## src/rtl/avm_pkg.sv

```systemverilog
package avm_pkg;

    localparam int unsigned STATUS_IDX = 58;

    typedef enum logic [2:0] {
        K_CTRL,
        K_CFG,
        K_STAT,
        K_KEY,
        K_DIN,
        K_DOUT,
        K_SELF,
        K_UNDEF
    } reg_kind_e;

    typedef enum logic [3:0] {
        SWT_READ_WO   = 4'd0,
        SWT_WRITE_RO  = 4'd1,
        SWT_UNDEF     = 4'd2,
        SWT_DMA_START = 4'd3,
        SWT_BUSY_ACC  = 4'd4,
        SWT_NO_KEY    = 4'd5
    } swe_type_e;

    typedef struct packed {
        logic       cls;
        logic [3:0] typ;
        logic [7:0] addr;
    } swe_rec_t;

    function automatic reg_kind_e kind_of(input int unsigned idx);
        if (idx == 0)                 return K_CTRL;
        if (idx == 1)                 return K_CFG;
        if (idx == 2)                 return K_STAT;
        if (idx >= 4 && idx <= 11)    return K_KEY;
        if (idx >= 12 && idx <= 15)   return K_DIN;
        if (idx >= 16 && idx <= 19)   return K_DOUT;
        if (idx == STATUS_IDX)        return K_SELF;
        return K_UNDEF;
    endfunction

endpackage

```

## src/rtl/avm_classifier.sv

```systemverilog
module avm_classifier
    import avm_pkg::*;
#(
    parameter int ADDR_W = 8
) (
    input  logic [ADDR_W-1:0] bus_addr,
    input  logic              bus_rd,
    input  logic              bus_wr,
    input  logic              wp_enable,
    input  logic              busy,
    input  logic              key_loaded,
    input  logic              dma_mode,
    input  logic              start_cmd,
    output logic              self_rd,
    output logic              wp_hit,
    output logic              swe_hit,
    output swe_rec_t          swe_ev,
    output logic [7:0]        acc_field
);

    localparam int IDX_W = ADDR_W - 2;

    logic [IDX_W-1:0] idx;
    logic [IDX_W+7:0] idx_ext;
    reg_kind_e        kind;
    logic             acc_hit;
    logic             acc_cls;
    logic [3:0]       acc_typ;
    logic             st_hit;
    logic             st_cls;
    logic [3:0]       st_typ;
    logic             is_wo;
    logic             is_ro;

    assign idx       = bus_addr[ADDR_W-1:2];
    assign idx_ext   = {8'h00, idx};
    assign acc_field = idx_ext[7:0];
    assign kind      = kind_of(32'(idx));

    always_comb begin
        is_wo   = (kind == K_CTRL) || (kind == K_KEY) || (kind == K_DIN);
        is_ro   = (kind == K_STAT) || (kind == K_DOUT);
        self_rd = bus_rd && (kind == K_SELF);
        wp_hit  = bus_wr && wp_enable && ((kind == K_CFG) || (kind == K_KEY));

        acc_hit = 1'b0;
        acc_cls = 1'b0;
        acc_typ = SWT_READ_WO;
        if ((bus_rd || bus_wr) && (kind != K_SELF) && !wp_hit) begin
            if (kind == K_UNDEF) begin
                acc_hit = 1'b1;
                acc_typ = SWT_UNDEF;
            end else if (bus_rd && is_wo) begin
                acc_hit = 1'b1;
                acc_typ = SWT_READ_WO;
            end else if (bus_wr && is_ro) begin
                acc_hit = 1'b1;
                acc_typ = SWT_WRITE_RO;
            end else if (busy && bus_wr && is_wo) begin
                acc_hit = 1'b1;
                acc_typ = SWT_BUSY_ACC;
                acc_cls = 1'b1;
            end else if (busy && ((bus_wr && kind == K_CFG) ||
                                  (bus_rd && kind == K_DOUT))) begin
                acc_hit = 1'b1;
                acc_typ = SWT_BUSY_ACC;
            end
        end

        st_hit = 1'b0;
        st_cls = 1'b0;
        st_typ = SWT_DMA_START;
        if (start_cmd && dma_mode) begin
            st_hit = 1'b1;
        end else if (start_cmd && !key_loaded) begin
            st_hit = 1'b1;
            st_typ = SWT_NO_KEY;
            st_cls = 1'b1;
        end

        swe_hit = st_hit || acc_hit;
        if (st_hit) begin
            swe_ev = '{cls: st_cls, typ: st_typ, addr: 8'h00};
        end else begin
            swe_ev = '{cls: acc_cls, typ: acc_typ, addr: acc_field};
        end
    end

endmodule

```

## src/rtl/avm_swe_fsm.sv

```systemverilog
module avm_swe_fsm
    import avm_pkg::*;
(
    input  logic     clk,
    input  logic     rst_n,
    input  logic     clr,
    input  logic     hit,
    input  swe_rec_t ev,
    output logic     active,
    output swe_rec_t rec
);

    typedef enum logic [1:0] {
        SWE_IDLE,
        SWE_WARN,
        SWE_ERR
    } swe_state_e;

    swe_state_e st_q, st_d, base_st;
    swe_rec_t   rec_q, rec_d;
    logic       take;

    always_ff @(posedge clk or negedge rst_n) begin
        if (!rst_n) begin
            st_q  <= SWE_IDLE;
            rec_q <= '0;
        end else begin
            st_q  <= st_d;
            rec_q <= rec_d;
        end
    end

    always_comb begin
        base_st = clr ? SWE_IDLE : st_q;
        rec_d   = clr ? swe_rec_t'('0) : rec_q;
        unique case (base_st)
            SWE_IDLE: take = hit;
            SWE_WARN: take = hit && ev.cls;
            SWE_ERR:  take = 1'b0;
            default:  take = 1'b0;
        endcase
        st_d = base_st;
        if (take) begin
            st_d  = ev.cls ? SWE_ERR : SWE_WARN;
            rec_d = ev;
        end
    end

    always_comb begin
        active = (st_q != SWE_IDLE);
        rec    = rec_q;
    end

endmodule

```

## src/rtl/avm_wp_fsm.sv

```systemverilog
module avm_wp_fsm (
    input  logic       clk,
    input  logic       rst_n,
    input  logic       clr,
    input  logic       hit,
    input  logic [7:0] hit_addr,
    output logic       active,
    output logic [7:0] addr
);

    typedef enum logic {
        WP_OPEN,
        WP_LATCHED
    } wp_state_e;

    wp_state_e  st_q, st_d, base_st;
    logic [7:0] addr_q, addr_d;

    always_ff @(posedge clk or negedge rst_n) begin
        if (!rst_n) begin
            st_q   <= WP_OPEN;
            addr_q <= 8'h00;
        end else begin
            st_q   <= st_d;
            addr_q <= addr_d;
        end
    end

    always_comb begin
        base_st = clr ? WP_OPEN : st_q;
        addr_d  = clr ? 8'h00 : addr_q;
        st_d    = base_st;
        unique case (base_st)
            WP_OPEN: begin
                if (hit) begin
                    st_d   = WP_LATCHED;
                    addr_d = hit_addr;
                end
            end
            WP_LATCHED: st_d = WP_LATCHED;
            default:    st_d = WP_OPEN;
        endcase
    end

    always_comb begin
        active = (st_q == WP_LATCHED);
        addr   = addr_q;
    end

endmodule

```

## src/rtl/access_violation_monitor.sv

```systemverilog
module access_violation_monitor
    import avm_pkg::*;
#(
    parameter int ADDR_W = 8
) (
    input  logic              clk,
    input  logic              rst_n,
    input  logic [ADDR_W-1:0] bus_addr,
    input  logic              bus_rd,
    input  logic              bus_wr,
    input  logic              wp_enable,
    input  logic              busy,
    input  logic              key_loaded,
    input  logic              dma_mode,
    input  logic              start_cmd,
    input  logic              seq_fault,
    input  logic              clk_glitch,
    input  logic              pkey_fault,
    output logic [31:0]       status_word
);

    localparam int N_FAULT = 3;

    logic       self_rd;
    logic       wp_hit;
    logic       swe_hit;
    swe_rec_t   swe_ev;
    logic [7:0] acc_field;
    logic       swe_active;
    swe_rec_t   swe_rec;
    logic       wp_active;
    logic [7:0] wp_addr;
    logic [7:0] addr_field;

    logic [N_FAULT-1:0] fault_in;
    logic [N_FAULT-1:0] fault_q;

    avm_classifier #(.ADDR_W(ADDR_W)) u_class (
        .bus_addr   (bus_addr),
        .bus_rd     (bus_rd),
        .bus_wr     (bus_wr),
        .wp_enable  (wp_enable),
        .busy       (busy),
        .key_loaded (key_loaded),
        .dma_mode   (dma_mode),
        .start_cmd  (start_cmd),
        .self_rd    (self_rd),
        .wp_hit     (wp_hit),
        .swe_hit    (swe_hit),
        .swe_ev     (swe_ev),
        .acc_field  (acc_field)
    );

    avm_swe_fsm u_swe (
        .clk    (clk),
        .rst_n  (rst_n),
        .clr    (self_rd),
        .hit    (swe_hit),
        .ev     (swe_ev),
        .active (swe_active),
        .rec    (swe_rec)
    );

    avm_wp_fsm u_wp (
        .clk      (clk),
        .rst_n    (rst_n),
        .clr      (self_rd),
        .hit      (wp_hit),
        .hit_addr (acc_field),
        .active   (wp_active),
        .addr     (wp_addr)
    );

    assign fault_in = {pkey_fault, seq_fault, clk_glitch};

    for (genvar g = 0; g < N_FAULT; g++) begin : g_fault
        always_ff @(posedge clk or negedge rst_n) begin
            if (!rst_n) begin
                fault_q[g] <= 1'b0;
            end else begin
                fault_q[g] <= (fault_q[g] && !self_rd) || fault_in[g];
            end
        end
    end

    assign addr_field = wp_active ? wp_addr : swe_rec.addr;

    assign status_word = {swe_rec.cls, 3'b000, swe_rec.typ,
                          8'h00, addr_field,
                          3'b000, fault_q[2], swe_active,
                          fault_q[1], fault_q[0], wp_active};

endmodule

```

## config.mk

```make
export PLATFORM = sky130hd
export DESIGN_NAME = access_violation_monitor
export DESIGN_NICKNAME = d
export VERILOG_FILES = /design/src/rtl/avm_pkg.sv /design/src/rtl/avm_classifier.sv /design/src/rtl/avm_swe_fsm.sv /design/src/rtl/avm_wp_fsm.sv /design/src/rtl/access_violation_monitor.sv
export SDC_FILE = /design/constraint.sdc
export NUM_CORES = 1
export LEC_CHECK = 0
export ABC_AREA = 1
export BUFFER_PORTS_ARGS = -buffer_cell sky130_fd_sc_hd__buf_2
export CAP_MARGIN = 20
export CORE_UTILIZATION = 55
export DETAILED_ROUTE_END_ITERATION = 8
export GPL_TIMING_DRIVEN = 0
export PLACE_DENSITY = 0.89
export SYNTH_ARGS = -nofsm -noshare
export SYNTH_HDL_FRONTEND = slang
export SYNTH_SLANG_ARGS = --single-unit
```

## constraint.sdc

```tcl
create_clock -name clk -period 2.6 [get_ports clk]
set_input_delay 0.65 -clock clk [delete_from_list [all_inputs] [get_ports clk]]
set_output_delay 0.65 -clock clk [all_outputs]
set_load 0.02 [all_outputs]
```

==> results of run 1 <==
per-layer routing:
metal	wire length (um)	vias up
li1	-	768
met2	1620	46
met1	1345	664
met3	137	5
met5	0	-
met4	57	0
critical path, cell delays in order, from the launching register on:
cell	delay (ns)
dfrtp_1	0.37
clkbuf_1	0.30
inv_1	0.21
nand2_1	0.12
nand2_1	0.05
buf_2	0.15
synthesized netlist by cell type, drive strengths merged:
cell type / n
a31oi: 1
a21oi: 1
o31ai: 1
conb: 1
inv: 27
nand3: 27
clkbuf: 2
a21o: 3
nor2: 21
o21ai: 10
dfrtp: 24
nand4: 12
buf: 24
nand2: 64
or2: 1
cells in the final DEF, fill, tap and decap left out, types with 5 or more instances in the layout:
master	instances
nor2_1	16
nand4_1	11
nand2_1	58
dfrtp_1	24
conb_1	15
buf_4	21
inv_1	21
nand3_1	21
nand3_2	5
buf_2	35
inv_2	6
power by group through the flow:
stage | Combinational (mW) | Clock [mW] | Sequential (mW)
floorplan | 0.390 | 0 | 0.513
global placement | 0.488 | 0 | 0.524
detailed placement | 0.504 | 0 | 0.528
CTS | 0.506 | 0.192 | 0.520
global route | 0.562 | 0.212 | 0.533
finish | 0.503 | 0.192 | 0.518
stage by stage:
step	total power, mW	worst slack [ns]
global route	1.306	0.2648
global placement	1.012	0.4815
floorplan	0.9033	0.7773
CTS	1.218	0.4193
finish	1.214	0.4413
detailed placement	1.032	0.4278
sequential cells by signal, indices dropped and copies added (netlist names):
name         flops
u_wp.addr        8
status_word      3
u_swe.rec       10
u_swe.st_q       2
u_wp.active      1
cells by family (layout without fill, tap and decap cells):
kind of cell	count (synthesis)	after routing	share of synthesized area [%]
other cells	1	15	0.2305
flops	24	24	36.92
compound gates	16	16	7.000
simple gates	125	125	38.23
buf+inv	53	91	17.62
area by class of cell:
type                    count  area share [%]
clock buffers               4           1.886
flip-flops and latches     24           31.21
repair buffers             34           8.843
plain buffers              26           9.623
multi-input cells         156           41.16
well taps                  31           2.016
inverters                  27           5.267
path summary, 6_finish.rpt:
kind	slack, ns	end	depth (start not counted)
hold reg to reg	0.49	status_word[4]	1
hold / removal	0.29	status_word[4]	1
setup / recovery	0.44	status_word[9]	5
setup reg to reg	1.09	u_wp.addr[3]	7
min in group clk	0.49	status_word[4]	1
max in group asynchronous	1.97	u_swe.st_q[1]	1
==> qor.txt, run 1 <==
Status = finished, final reports clean
Number of global-route vias before repair = 1266
WHS = 0.2883 ns
Clk pwr share = 15.8%
Met2 Use GR = 36.05%
Antenna viol nets, final = 0
Site Rows = 19
Critical Path End Type = output port
Yosys cell types = 28
DR vias/cell = 4.911
Gr busiest metal = met2
Detailed router's first-iteration violation count = 44
Fillers = 248
Max frequency = 463.2 MHz
Post-route cell area = 1924 um2
Area delta synth->final = 18.31%
Max Slew Vio Count = 0
CTS Buf Count = 3
Clk sinks = 24
Reg area = 600.6 um2
Final Cycle Share = 83.03%
CTS root buffer = clkbuf_4
NetSw = 0.4618 mW
Reg2Reg Launch Point = u_wp.active
Die area = 3179 um2
Crit path launch = u_wp.active
Gate Count Post-Synth = 219
IO Pins = 52
Grt ovf = 0
CTS tree = done
#FFs+latches synth = 24
YS warnings = 0
Die Ht = 56.38 um
Met1 Usage GRT = 30.02%
Starting Density = 58.48%
Setup crit start kind = flip-flop
Unrepaired setup endpoints after global routing = false
CTS max path bufs = 2
Placed Area = 1888 um2
Yosys top cell area share = 36.92%
Clock latency on the worst-skew pair = 0.31 ns
Average cell area after synthesis = 7.427 um2
Synth area leaders = dfrtp_1 (37%), nand2_1 (13%), buf_4 (9.7%)
Crit path kind = flip-flop to output port
Final Non-Filler Cells = 302
Internal power = 0.7521 mW
Routed vias = 1483
Seq/Total Area, Yosys = 36.92%
Total iterations of the first detailed-routing run = 4
Fin nets = 292
Core box area = 2781 um2
Lkg Pwr = 1.118 nW
Drt wl/cell = 10.46 um
CP arrival = 1.51 ns
H-Tree Depth = 1
Layout cells sized above 1 = 32.84%
Area of the multi-input gates = 792.0 um2
Setup TNS = 0 ns
Synthesized cell area = 1627 um2
GRT Total Usage = 22.04%
Tmin final = 2.159 ns
CTS hold repair buffers = 0
Gpl congestion = 0.7880
Largest net degree at the start of global routing = 25
Max_slew headroom = 66.07%
Hold Fails Final Rpt = 0
Worst-path clk slew = 0.12 ns
IO buf count = 34
Max cap viols = 0
DP Wirelength = 2516 um
Worst path required time = 1.95 ns
Die Width = 56.38 um
Layout Utilization = 69.19%
Flop pwr share = 42.7%
WL final = 3160 um
Final setup viols = 0
Crit-path max FO = 9
Maximum vdd drop = 0.0006567 V
Clock Skews = 0.0005391 ns
Largest area contributor in the netlist = dfrtp_1
Comb pwr share = 41.5%
M3 GR Usage = 2.535%
Post-CTS sizing = 0
Tightest Pin Transition = 0.5089 ns
Setup bufs post-CTS = 0
Placed Cells = 298
DRC violations left = 0
P per Cell Area = 630.8 nW/um2
Initial antenna violation count = 0
First-pass GRT wire length = 5533 um
Switching share of power = 38.04%
Tightest Hold Check Type = input port to async pin
Antenna diodes = 0
No activity file was read; power rests on OpenSTA's default activity.
==> run 2, diff against run 1 <==
Settings changed: CORE_UTILIZATION 55 to 51, PLACE_DENSITY 0.89 to 0.84.
Clock period 2.6 ns to 2 ns, I/O delays scaled along.
==> run 2 against run 1 <==
Compared with the run above:
- clock power rose by 82%
- largest cell class unchanged
- total power grew 38%
- non-clock buffer count shrank 1
- first-iteration DRC count down 32%
- wire length decreased by 9.4%
- register-to-register slack got worse by 0.41 ns
- clock-buffer cell count decreased by 1
- die area grew 7.6%
- highest routed layer unchanged
- core utilization shrank 4.7 points
- critical endpoint unchanged
==> qor.txt, run 2 (synthesis gave the netlist of run 1 again) <==
Crit-path max FO = 10
Gpl congestion = 0.8184
Commonest non-fill, non-tap cell in the layout = nand2_1
Top cell family by delay on the critical path = flip-flops
Clock latency on the worst-skew pair = 0.33 ns
Critical Path End Type = output port
Grt ovf = 0
Lkg Pwr = 1.122 nW
CTS tree = done
IO Pins = 52
CP bufs+invs = 2
Reg2reg path depth = 6
DP Wirelength = 2371 um
WL final = 2862 um
Clock Skews = 0.008242 ns
Reg-to-Reg End = u_wp.addr[2]
Largest net degree at the start of global routing = 25
Status = finished, final reports clean
Antenna viol nets, final = 0
Unrepaired setup endpoints after global routing = false
Max cap viols = 0
DR vias/cell = 4.573
IO buf count = 34
Most frequent cells in the layout = nand2_1 (58), buf_2 (35), dfrtp_1 (24), nand3_1 (21), buf_4 (21)
Area delta synth->final = 20.08%
Crit path largest cell delay = 0.51 ns
Clk sinks = 24
Die Width = 58.48 um
Final setup viols = 0
First-pass GRT wire length = 4968 um
Max Slew Vio Count = 0
CP arrival = 1.29 ns
CTS Buf Count = 3
CTS root buffer = clkbuf_4
Max reg flops = 10
Die area = 3419 um2
Initial antenna violation count = 0
Post-route cell area = 1953 um2
Final Power = 1.671 mW
Crit path top cell by count = nand2_1
Fin nets = 291
Max frequency = 557.1 MHz
Hold Fails Final Rpt = 0
Starting Density = 53.72%
H-Tree Depth = 1
FF-to-FF setup slack = 0.68 ns
Die Ht = 58.48 um
Setup TNS = 0 ns
Final Cycle Share = 89.74%
Maximum vdd drop = 0.0003118 V
Tmin final = 1.795 ns
Layout cells sized above 1 = 33.33%
Number of global-route vias before repair = 1197
Antenna diodes = 0
Layout Utilization = 64.50%
Placed Area = 1904 um2
Setup bufs post-CTS = 0
Detailed router's first-iteration violation count = 30
Worst-path clk slew = 0.13 ns
Fillers = 288
Crit path kind = flip-flop to output port
Slowest CP cell = dfrtp_1
Worst path required time = 1.50 ns
CP Cell Sequence = inv_2, nand2_1, nand2_1, buf_2
Core box area = 3028 um2
DRC violations left = 0
Total iterations of the first detailed-routing run = 4
Tightest Hold Check Type = input port to async pin
Drt wl/cell = 9.115 um
CTS max path bufs = 2
GRT Total Usage = 19.04%
Crit path launch = u_wp.active
Setup crit start kind = flip-flop
Reg2Reg Launch Point = u_wp.active
Routed vias = 1436
P per Cell Area = 855.4 nW/um2
Site Rows = 20
## run 2: cell count changes in the layout (fill, tap and decap cells not counted)
cell | previous run | this run
bufinv_16 | 0 | 1
clkbuf_1 | 2 | 1
clkbuf_8 | 1 | 0
inv_1 | 21 | 20
inv_2 | 6 | 7
## run 2: per-layer routing
layer / global-route usage (%) / share of wire (%) / wire, um / vias to the layer above
met5: 0 / 0 / 0 / -
met4: 8.163 / 2.0 / 57 / 0
met3: 1.978 / 3.1 / 88 / 5
met2: 31.69 / 49 / 1397 / 29
met1: 25.39 / 46 / 1319 / 639
li1: - / - / - / 763
## run 2: layout make-up
class                      count  area (um2)  area share, %
clock buffer                   3       22.52          1.153
clock inverter                 1       30.03          1.537
timing repair buffer          34       170.2          8.712
sequential                    24       600.6          30.75
inverter                      27       101.3          5.189
tap                           44       55.05          2.819
multi-input combinational    156       792.0          40.55
buffer                        25       181.4          9.289
## run 2: how the worst max path moves through the flow
stage | end | cells after the start
finish | status_word[9] | 4
global route | status_word[9] | 4
CTS | status_word[9] | 4
detailed placement | u_swe.rec[1] | 11
global placement | u_swe.st_q[0] | 12
floorplan | u_swe.rec[12] | 10
## run 2: power breakdown
part	switching (mW)	internal [mW]	leakage (nW)	total (mW)
Sequential	0.0731	0.608	0.296	0.681
Clock	0.147	0.203	0.0279	0.350
Combinational	0.382	0.258	0.798	0.640
Total	0.602	1.07	1.12	1.67
## run 2: what timing repair did
action | in CTS | in global routing
setup endpoints to repair | 5 | 3
gates resized for setup | 0 | 1
hold buffers | 0 | 0
## run 2: stage by stage
| step | cells | hold slack [ns] | setup WS (ns) |
|---|---|---|---|
| 5_1_grt | 314 | 0.1447 | 0.05307 |
| 3_3_place_gp | 311 | 0.4568 | 0.03884 |
| 6_report | 314 | 0.1115 | 0.2051 |
| 3_5_place_dp | 311 | 0.4675 | 0.01446 |
| 2_1_floorplan | 233 | 0.2044 | 0.3273 |
| 4_1_cts | 314 | 0.1334 | 0.1256 |
==> run 3, diff against run 2 <==
Settings changed: PLACE_DENSITY 0.84 to 0.77.
Clock period 2 ns to 1.91 ns, I/O delays scaled along.
==> run 3 against run 2 <==
Compared with the run above:
- worst setup slack got worse by 0.056 ns
- combinational power is 5.0% higher
- core utilization unchanged
- clock power grew 3%
- critical path type unchanged
- largest cell class unchanged
- highest routed layer unchanged
==> qor.txt, run 3 (synthesis gave the netlist of run 1 again) <==
Status = finished, final reports clean
Post-route cell area = 1953 um2
DRC violations left = 0
Total iterations of the first detailed-routing run = 4
CTS tree = done
Max cap viols = 0
Max reg flops = 10
Detailed router's first-iteration violation count = 50
Max Slew Vio Count = 0
Final setup viols = 0
P per Cell Area = 892.8 nW/um2
Drt wl/cell = 9.376 um
Maximum vdd drop = 0.0003136 V
CTS root buffer = clkbuf_4
Final Cycle Share = 92.20%
Die Ht = 58.48 um
Tmin final = 1.761 ns
Antenna viol nets, final = 0
CTS Buf Count = 3
Site Rows = 20
First-pass GRT wire length = 5057 um
Largest net degree at the start of global routing = 25
Reg2Reg Launch Point = u_wp.active
Clock latency on the worst-skew pair = 0.31 ns
Die Width = 58.48 um
CTS max path bufs = 2
Place WS = -0.05360 ns
Tightest Hold Check Type = input port to async pin
Final Power = 1.744 mW
Gpl congestion = 0.7869
CP arrival = 1.28 ns
Layout cells sized above 1 = 33.33%
Worst-path clk slew = 0.13 ns
Unrepaired setup endpoints after global routing = false
Setup ws final = 0.1490 ns
Metal1 wirelength = 1353 um
Setup crit start kind = flip-flop
GRT Total Usage = 19.09%
Placed Area = 1904 um2
Crit path top cell by count = nand2_1
Worst path required time = 1.43 ns
Number of global-route vias before repair = 1208
Lkg Pwr = 1.122 nW
Crit path largest cell delay = 0.51 ns
Layout Utilization = 64.50%
Antenna diodes = 0
WHS = 0.1057 ns
Placed Cells = 311
Routed vias = 1454
Tightest Pin Transition = 0.5044 ns
Fillers = 301
FF-to-FF setup slack = 0.56 ns
CP Cell Sequence = inv_2, nand2_1, nand2_1, buf_2
Met2 wire len = 1484 um
Setup TNS = 0 ns
Grt ovf = 0
Reg-to-Reg End = u_wp.addr[3]
Core box area = 3028 um2
Area delta synth->final = 20.08%
Hold Fails Final Rpt = 0
Commonest non-fill, non-tap cell in the layout = nand2_1
Top Metal Used = met4
Initial antenna violation count = 0
Clock Skews = 0.008092 ns
Die area = 3419 um2
Most frequent cells in the layout = nand2_1 (58), buf_2 (35), dfrtp_1 (24), nand3_1 (21), buf_4 (21)
Reg2reg path depth = 6
Starting Density = 53.72%
Slowest CP cell = dfrtp_1
Crit path launch = u_wp.active
Met3 Wirelength = 89 um
IO Pins = 52
Fin nets = 291
DP Wirelength = 2433 um
IO buf count = 34
Critical Path End Type = output port
Crit path kind = flip-flop to output port
WL final = 2944 um
H-Tree Depth = 1
Crit-path max FO = 10
Final Non-Filler Cells = 314
Setup bufs post-CTS = 0
Max_slew headroom = 66.37%
Clk sinks = 24
Max frequency = 567.9 MHz
DR vias/cell = 4.631
run 3: cell counts in the layout (fill, tap and decap cells not counted):
No cell type changed its count.
run 3: per-layer routing:
metal / GRT usage [%] / vias up
li1: - / 762
met1: 24.36 / 657
met2: 34.48 / 33
met3: 0.6593 / 2
met4: 7.143 / 0
met5: 0 / -
run 3: layout make-up:
type / instances / area [um2] / share of cell area (%)
flip-flops and latches: 24 / 600.6 / 30.75
inverters: 27 / 101.3 / 5.189
clock buffers: 3 / 22.52 / 1.153
repair buffers: 34 / 170.2 / 8.712
well taps: 44 / 55.05 / 2.819
multi-input cells: 156 / 792.0 / 40.55
plain buffers: 25 / 181.4 / 9.289
clock inverters: 1 / 30.03 / 1.537
run 3: worst max-delay path, delay by kind of cell (launching register included):
kind	cells	cell delay [ns]
flops	1	0.51
buf+inv	2	0.33
simple gates	2	0.14
run 3: worst max path at each step:
stage                 endpoint  slack (ns)  cells past startpoint
2_1_floorplan    u_swe.rec[12]        0.26                     10
3_3_place_gp      u_swe.rec[2]       -0.05                     11
3_5_place_dp      u_swe.rec[2]       -0.05                     11
4_1_cts        status_word[11]        0.05                      4
5_1_grt        status_word[11]        0.04                      4
6_report       status_word[11]        0.15                      4
run 3: power breakdown:
group	internal (mW)	switching [mW]	total (mW)
Sequential	0.637	0.0760	0.713
Clock	0.212	0.147	0.359
Combinational	0.270	0.403	0.672
run 3: repair_timing:
action                     CTS  global route
resized for setup            0             1
setup endpoints to repair    6             6
hold buffers                 0             0
